===== src/rtl/secded_pkg.sv =====
package secded_pkg;

   // configuration write field positions
   localparam int CFG_W        = 3;
   localparam int CLR_CORR_BIT = 0;
   localparam int CLR_DET_BIT  = 1;
   localparam int IEN_BIT      = 2;

   // number of Hamming check bits needed for dw data bits
   function automatic int ham_bits(input int dw);
      for (int r = 1; r < 31; r++) begin
         if ((1 << r) >= dw + r + 1) return r;
      end
      return 31;
   endfunction

   // Hamming position of data bit idx (non-powers of two from 3 up)
   function automatic int data_pos(input int idx);
      int cnt;
      cnt = 0;
      for (int p = 3; p < 4096; p++) begin
         if ((p & (p - 1)) != 0) begin
            if (cnt == idx) return p;
            cnt++;
         end
      end
      return 0;
   endfunction

endpackage


===== src/rtl/secded_enc.sv =====
module secded_enc #(
   parameter int DATA_W = 64,
   localparam int HAM_W  = secded_pkg::ham_bits(DATA_W),
   localparam int WORD_W = DATA_W + HAM_W + 1
) (
   input  logic [DATA_W-1:0] data_i,
   output logic [WORD_W-1:0] word_o
);

   function automatic logic [DATA_W-1:0] col_mask(input int k);
      logic [DATA_W-1:0] m;
      m = '0;
      for (int i = 0; i < DATA_W; i++) begin
         if (((secded_pkg::data_pos(i) >> k) & 1) == 1) m[i] = 1'b1;
      end
      return m;
   endfunction

   logic [HAM_W-1:0] ham;

   for (genvar k = 0; k < HAM_W; k++) begin : g_chk
      localparam logic [DATA_W-1:0] MASK = col_mask(k);
      assign ham[k] = ^(data_i & MASK);
   end

   assign word_o = {^{ham, data_i}, ham, data_i};

endmodule


===== src/rtl/secded_dec.sv =====
module secded_dec #(
   parameter int DATA_W = 64,
   localparam int HAM_W  = secded_pkg::ham_bits(DATA_W),
   localparam int WORD_W = DATA_W + HAM_W + 1
) (
   input  logic [WORD_W-1:0] word_i,
   output logic [DATA_W-1:0] data_o,
   output logic              corr_o,
   output logic              det_o
);

   localparam int MAX_POS = DATA_W + HAM_W;
   localparam logic [HAM_W-1:0] MAX_SYN = HAM_W'(MAX_POS);

   logic [WORD_W-1:0] recalc;
   logic [HAM_W-1:0]  syn;
   logic [DATA_W-1:0] flip;
   logic              odd, nz, in_range;
   logic              unused_recalc_par;

   secded_enc #(.DATA_W(DATA_W)) u_recalc (
      .data_i (word_i[DATA_W-1:0]),
      .word_o (recalc)
   );

   assign unused_recalc_par = recalc[WORD_W-1];
   assign syn      = word_i[DATA_W +: HAM_W] ^ recalc[DATA_W +: HAM_W];
   assign odd      = ^word_i;
   assign nz       = |syn;
   assign in_range = (syn <= MAX_SYN);

   // odd parity: one flip (syndrome 0 means the parity bit itself)
   // even parity with nonzero syndrome, or an impossible position: two flips
   assign corr_o = odd && (!nz || in_range);
   assign det_o  = (!odd && nz) || (odd && !in_range);

   for (genvar i = 0; i < DATA_W; i++) begin : g_fix
      localparam logic [HAM_W-1:0] P_SYN = HAM_W'(secded_pkg::data_pos(i));
      assign flip[i] = odd && (syn == P_SYN);
   end

   assign data_o = word_i[DATA_W-1:0] ^ flip;

endmodule


===== src/rtl/ecc_capture.sv =====
module ecc_capture #(
   parameter int ADDR_W     = 20,
   parameter int CAPT_W     = 17,
   parameter int ALIGN_BITS = 3,
   parameter int ID_W       = 3
) (
   input  logic                         clk,
   input  logic                         rst_n,
   input  logic                         evt_i,
   input  logic                         corr_i,
   input  logic                         det_i,
   input  logic [ADDR_W-1:0]            addr_i,
   input  logic [ID_W-1:0]              id_i,
   input  logic                         wr_en_i,
   input  logic [secded_pkg::CFG_W-1:0] wr_data_i,
   output logic                         flag_corr_o,
   output logic                         flag_det_o,
   output logic                         irq_en_o,
   output logic [CAPT_W-1:0]            capt_addr_o,
   output logic [ID_W-1:0]              capt_id_o
);
   import secded_pkg::*;

   logic [CAPT_W-1:0] aligned;
   logic              corr_q, det_q, ien_q;
   logic              corr_keep, det_keep, take;
   logic [CAPT_W-1:0] addr_q;
   logic [ID_W-1:0]   id_q;

   if (ALIGN_BITS == 0) begin : g_noalign
      assign aligned = addr_i[CAPT_W-1:0];
      if (ADDR_W > CAPT_W) begin : g_hi
         logic unused_addr_hi;
         assign unused_addr_hi = ^addr_i[ADDR_W-1:CAPT_W];
      end
   end else begin : g_align
      logic unused_addr_bits;
      assign aligned = {addr_i[CAPT_W-1:ALIGN_BITS], {ALIGN_BITS{1'b0}}};
      if (ADDR_W > CAPT_W) begin : g_hi
         assign unused_addr_bits = ^{addr_i[ADDR_W-1:CAPT_W], addr_i[ALIGN_BITS-1:0]};
      end else begin : g_lo
         assign unused_addr_bits = ^addr_i[ALIGN_BITS-1:0];
      end
   end

   // flag values after this cycle's clearing write
   assign corr_keep = corr_q & ~(wr_en_i & wr_data_i[CLR_CORR_BIT]);
   assign det_keep  = det_q  & ~(wr_en_i & wr_data_i[CLR_DET_BIT]);
   assign take      = evt_i && (corr_i || det_i) && !corr_keep && !det_keep;

   always_ff @(posedge clk or negedge rst_n) begin
      if (!rst_n) begin
         corr_q <= 1'b0;
         det_q  <= 1'b0;
         ien_q  <= 1'b0;
         addr_q <= '0;
         id_q   <= '0;
      end else begin
         if (wr_en_i) ien_q <= wr_data_i[IEN_BIT];
         if (take) begin
            det_q  <= det_i;
            corr_q <= corr_i && !det_i;
            addr_q <= aligned;
            id_q   <= id_i;
         end else begin
            corr_q <= corr_keep;
            det_q  <= det_keep;
         end
      end
   end

   assign flag_corr_o = corr_q;
   assign flag_det_o  = det_q;
   assign irq_en_o    = ien_q;
   assign capt_addr_o = addr_q;
   assign capt_id_o   = id_q;

endmodule


===== src/rtl/mem_secded_guard.sv =====
module mem_secded_guard #(
   parameter int DATA_W     = 64,
   parameter int ADDR_W     = 20,
   parameter int CAPT_W     = 17,
   parameter int ALIGN_BITS = 3,
   parameter int ID_W       = 3,
   localparam int HAM_W     = secded_pkg::ham_bits(DATA_W),
   localparam int WORD_W    = DATA_W + HAM_W + 1
) (
   input  logic                         clk,
   input  logic                         rst_n,
   input  logic                         rd_valid,
   input  logic [WORD_W-1:0]            rd_word,
   input  logic [ADDR_W-1:0]            rd_addr,
   input  logic [ID_W-1:0]              rd_master,
   input  logic                         cfg_wr,
   input  logic [secded_pkg::CFG_W-1:0] cfg_wdata,
   input  logic [DATA_W-1:0]            enc_data,
   output logic [WORD_W-1:0]            enc_word,
   output logic                         out_valid,
   output logic [DATA_W-1:0]            out_data,
   output logic                         out_corrected,
   output logic                         out_uncorrectable,
   output logic                         flag_corr,
   output logic                         flag_det,
   output logic [CAPT_W-1:0]            capt_addr,
   output logic [ID_W-1:0]              capt_master,
   output logic                         irq_corr,
   output logic                         nmi_req
);

   initial begin : prm_chk
      assert (DATA_W >= 4 && DATA_W <= 1024) else $error("DATA_W out of range");
      assert (CAPT_W <= ADDR_W) else $error("CAPT_W wider than ADDR_W");
      assert (ALIGN_BITS >= 0 && ALIGN_BITS < CAPT_W) else $error("ALIGN_BITS out of range");
      assert (ID_W >= 1) else $error("ID_W must be positive");
   end

   logic [DATA_W-1:0] dec_data;
   logic              dec_corr, dec_det, irq_en;

   secded_enc #(.DATA_W(DATA_W)) u_enc (
      .data_i (enc_data),
      .word_o (enc_word)
   );

   secded_dec #(.DATA_W(DATA_W)) u_dec (
      .word_i (rd_word),
      .data_o (dec_data),
      .corr_o (dec_corr),
      .det_o  (dec_det)
   );

   ecc_capture #(
      .ADDR_W(ADDR_W), .CAPT_W(CAPT_W), .ALIGN_BITS(ALIGN_BITS), .ID_W(ID_W)
   ) u_capt (
      .clk         (clk),
      .rst_n       (rst_n),
      .evt_i       (rd_valid),
      .corr_i      (dec_corr),
      .det_i       (dec_det),
      .addr_i      (rd_addr),
      .id_i        (rd_master),
      .wr_en_i     (cfg_wr),
      .wr_data_i   (cfg_wdata),
      .flag_corr_o (flag_corr),
      .flag_det_o  (flag_det),
      .irq_en_o    (irq_en),
      .capt_addr_o (capt_addr),
      .capt_id_o   (capt_master)
   );

   always_ff @(posedge clk or negedge rst_n) begin
      if (!rst_n) begin
         out_valid         <= 1'b0;
         out_data          <= '0;
         out_corrected     <= 1'b0;
         out_uncorrectable <= 1'b0;
      end else begin
         out_valid         <= rd_valid;
         out_corrected     <= rd_valid & dec_corr;
         out_uncorrectable <= rd_valid & dec_det;
         if (rd_valid) out_data <= dec_data;
      end
   end

   assign irq_corr = flag_corr & irq_en;
   assign nmi_req  = flag_det;

endmodule


===== config.mk =====
export PLATFORM = sky130hd
export DESIGN_NAME = mem_secded_guard
export DESIGN_NICKNAME = d
export VERILOG_FILES = /design/src/rtl/secded_pkg.sv /design/src/rtl/secded_enc.sv /design/src/rtl/secded_dec.sv /design/src/rtl/ecc_capture.sv /design/src/rtl/mem_secded_guard.sv
export SDC_FILE = /design/constraint.sdc
export NUM_CORES = 1
export LEC_CHECK = 0
export BUFFER_PORTS_ARGS = -buffer_cell sky130_fd_sc_hd__buf_4
export CAP_MARGIN = 20
export CORE_MARGIN = 2
export CORE_UTILIZATION = 50
export CTS_CLUSTER_SIZE = 8
export DETAILED_ROUTE_END_ITERATION = 7
export PLACE_DENSITY = 0.81
export SLEW_MARGIN = 20
export SYNTH_ARGS = -nofsm -noshare
export SYNTH_HDL_FRONTEND = slang
export SYNTH_HIERARCHICAL = 1
export SYNTH_SLANG_ARGS = --single-unit

===== constraint.sdc =====
create_clock -name clk -period 5.8 [get_ports clk]
set_input_delay 0.87 -clock clk [delete_from_list [all_inputs] [get_ports clk]]
set_output_delay 0.87 -clock clk [all_outputs]
set_load 0.01 [all_outputs]

==> flow_metrics.env <==
export IMPL_grt_pass1_vias=6335
export IMPL_netlist_area_sq_um=8210
export IMPL_cts_resized=0
export IMPL_via_per_inst=4.98
export IMPL_yosysWarnings=6
export IMPL_place_ws_ps=1300
export IMPL_critPathKind="in -> reg"
export IMPL_rows=46
export IMPL_p_leak_nw=4.54
export IMPL_routed_wl_mm=23.1
export IMPL_start_kind="primary input"
export IMPL_antenna_found_initial=0
export IMPL_crit_top_cell="xnor2_2"
export IMPL_finalMaxSlewViolations=0
export IMPL_outcome="finished, final reports clean"
export IMPL_fmax_ghz=0.240
export IMPL_arrival_ps=4400
export IMPL_grt_usage_pct=26.2
export IMPL_cp_slowest_cell="xnor3_2"
export IMPL_fin_nets=1172
export IMPL_slew_limit_headroom_pct=24.8
export IMPL_final_common_cell="buf_4"
export IMPL_numCtsBuffers=9
export IMPL_wl_per_cell_microns=18.8
export IMPL_globalplace_congestion=1.01
export IMPL_grt_busiest_layer="met2"
export IMPL_cts_setup_buffers=0
export IMPL_start_util_pct=51.5
export IMPL_power_density_nw_per_um2=507
export IMPL_postSynthAreaPerCell_sq_um=10.8
export IMPL_crit_path_end_kind="register"
export IMPL_cp_max_fo=17
export IMPL_die_h_microns=132
export IMPL_fin_crit_ps=4160
export IMPL_clock_skew_ps=5.74
export IMPL_initialDrtViolationCount=296
export IMPL_die_width_microns=132
export IMPL_netlist_instances=757
export IMPL_h_tree_depth=3
export IMPL_required_ps=6030
export IMPL_post_route_period_util_pct=71.7
export IMPL_finalHoldViolations=0
export IMPL_finalSetupViolCount=0
export IMPL_path_cells="buf_4 -> xnor2_2 -> xnor3_2 -> xnor2_2 -> xnor2_2 -> xnor2_1 -> xor2_1 -> nor2_1 -> nand2_1 -> a21boi_1 -> a21oi_1 -> nor2_1 -> a2111oi_4 -> buf_4 -> mux2_2"
export IMPL_clk_pin_slew_ps=70
export IMPL_layout_common_cells="324 x buf_4, 309 x xnor2_1, 87 x dfrtp_1"
export IMPL_hpwlAfterDp_mm=18.9
export IMPL_portBuffers=319
export IMPL_drive_gt1_share_pct=44.9
export IMPL_setup_ws_ps=1640
export IMPL_clk_latency_ps=350
export IMPL_postRouteAntennaNets=0
export IMPL_hp_class="in -> async"
export IMPL_use_met3_pct=5.69
export IMPL_critical_path_max_stage_delay_ps=400
export IMPL_drv_cap=0
export IMPL_io_pins=329
export IMPL_drc=0
export IMPL_grtUsageMet2_pct=47.6
export IMPL_worstMarginPinSlew_ps=1120
export IMPL_grt_use_met1_pct=30.7
export IMPL_tns_ps=0
export IMPL_core_area_sq_um=15900
export IMPL_dieArea_sq_um=17500
export IMPL_grt_pass1_wl_mm=35.2
export IMPL_n_antenna_cell=0
export IMPL_cts_tree="built"
export IMPL_hold_buffers=0
export IMPL_clockBufferDepth=2
export IMPL_cts_sinks=87
export IMPL_area_growth_syn_to_layout_pct=28.7
export IMPL_firstDrtPassIters=5
export IMPL_dr_total_vias=6110
export IMPL_grt_overflow=0
export IMPL_cts_root_buffer="clkbuf_16"
export IMPL_grt_max_degree=70
export IMPL_ir_drop_mv=0.670
export IMPL_rsz0062_at_grt="no"
report_power, final:
| group | switching (mW) | internal (mW) | total (mW) |
|---|---|---|---|
| combinational | 2.21 | 1.65 | 3.86 |
| sequential | 0.0978 | 0.781 | 0.879 |
| clock | 0.272 | 0.345 | 0.617 |
| total | 2.58 | 2.77 | 5.36 |
per-layer routing:
layer,wire (microns),vias to the layer above
met1,8670,2914
li1,-,2871
met5,0,-
met2,12100,289
met3,1720,36
met4,658,0
metrics by stage:
stage          hold slack (ps)  power [mW]  cell area, sq um  std cells  utilization (%)
2_1_floorplan              472        3.73              8210        759                -
3_3_place_gp               486        4.63             10200       1211             64.3
3_5_place_dp               497        4.70             10200       1211             64.3
4_1_cts                    380        5.34             10600       1227             66.2
5_1_grt                    393        5.66             10600       1227             66.2
6_report                   380        5.36             10600       1227             66.2
path summary, 6_finish.rpt:
check	slack (ps)	startpoint	end	cells after the start
hold / removal	380	rst_n	out_data[4]	1
setup / recovery	1640	rd_word[43]	u_capt/capt_addr_o[15]	15
max in group asynchronous	4280	rst_n	out_valid	2
min in group clk	500	u_capt/irq_en_o	u_capt/irq_en_o	1
setup reg to reg	4160	u_capt/flag_det_o	u_capt/capt_addr_o[15]	4
hold reg to reg	500	u_capt/irq_en_o	u_capt/irq_en_o	1
worst max-delay path, delay by kind of cell:
kind	cells	cell delay (ps)
buf+inv	2	440
xor+xnor	6	1560
mux	1	370
compound gates	3	840
simple gates	3	300
final cells by class:
class / instances / area (sq um)
Fill cell: 1304 / 5380
Multi-Input combinational cell: 583 / 5370
Inverter: 1 / 3.75
Timing Repair Buffer: 324 / 2430
Tap cell: 216 / 270
Clock buffer: 9 / 225
Clock inverter: 7 / 86.3
Sequential cell: 87 / 2180
state kept, by name, indices dropped and copies added (netlist names):
name and cells:
out_corrected 1, out_data 64, out_uncorrectable 1, out_valid 1, u_capt/capt_addr_o 14, u_capt/capt_id_o 3, u_capt/flag_corr_o 1, u_capt/flag_det_o 1
u_capt/irq_en_o 1
Power figures use the tool's default switching activity.
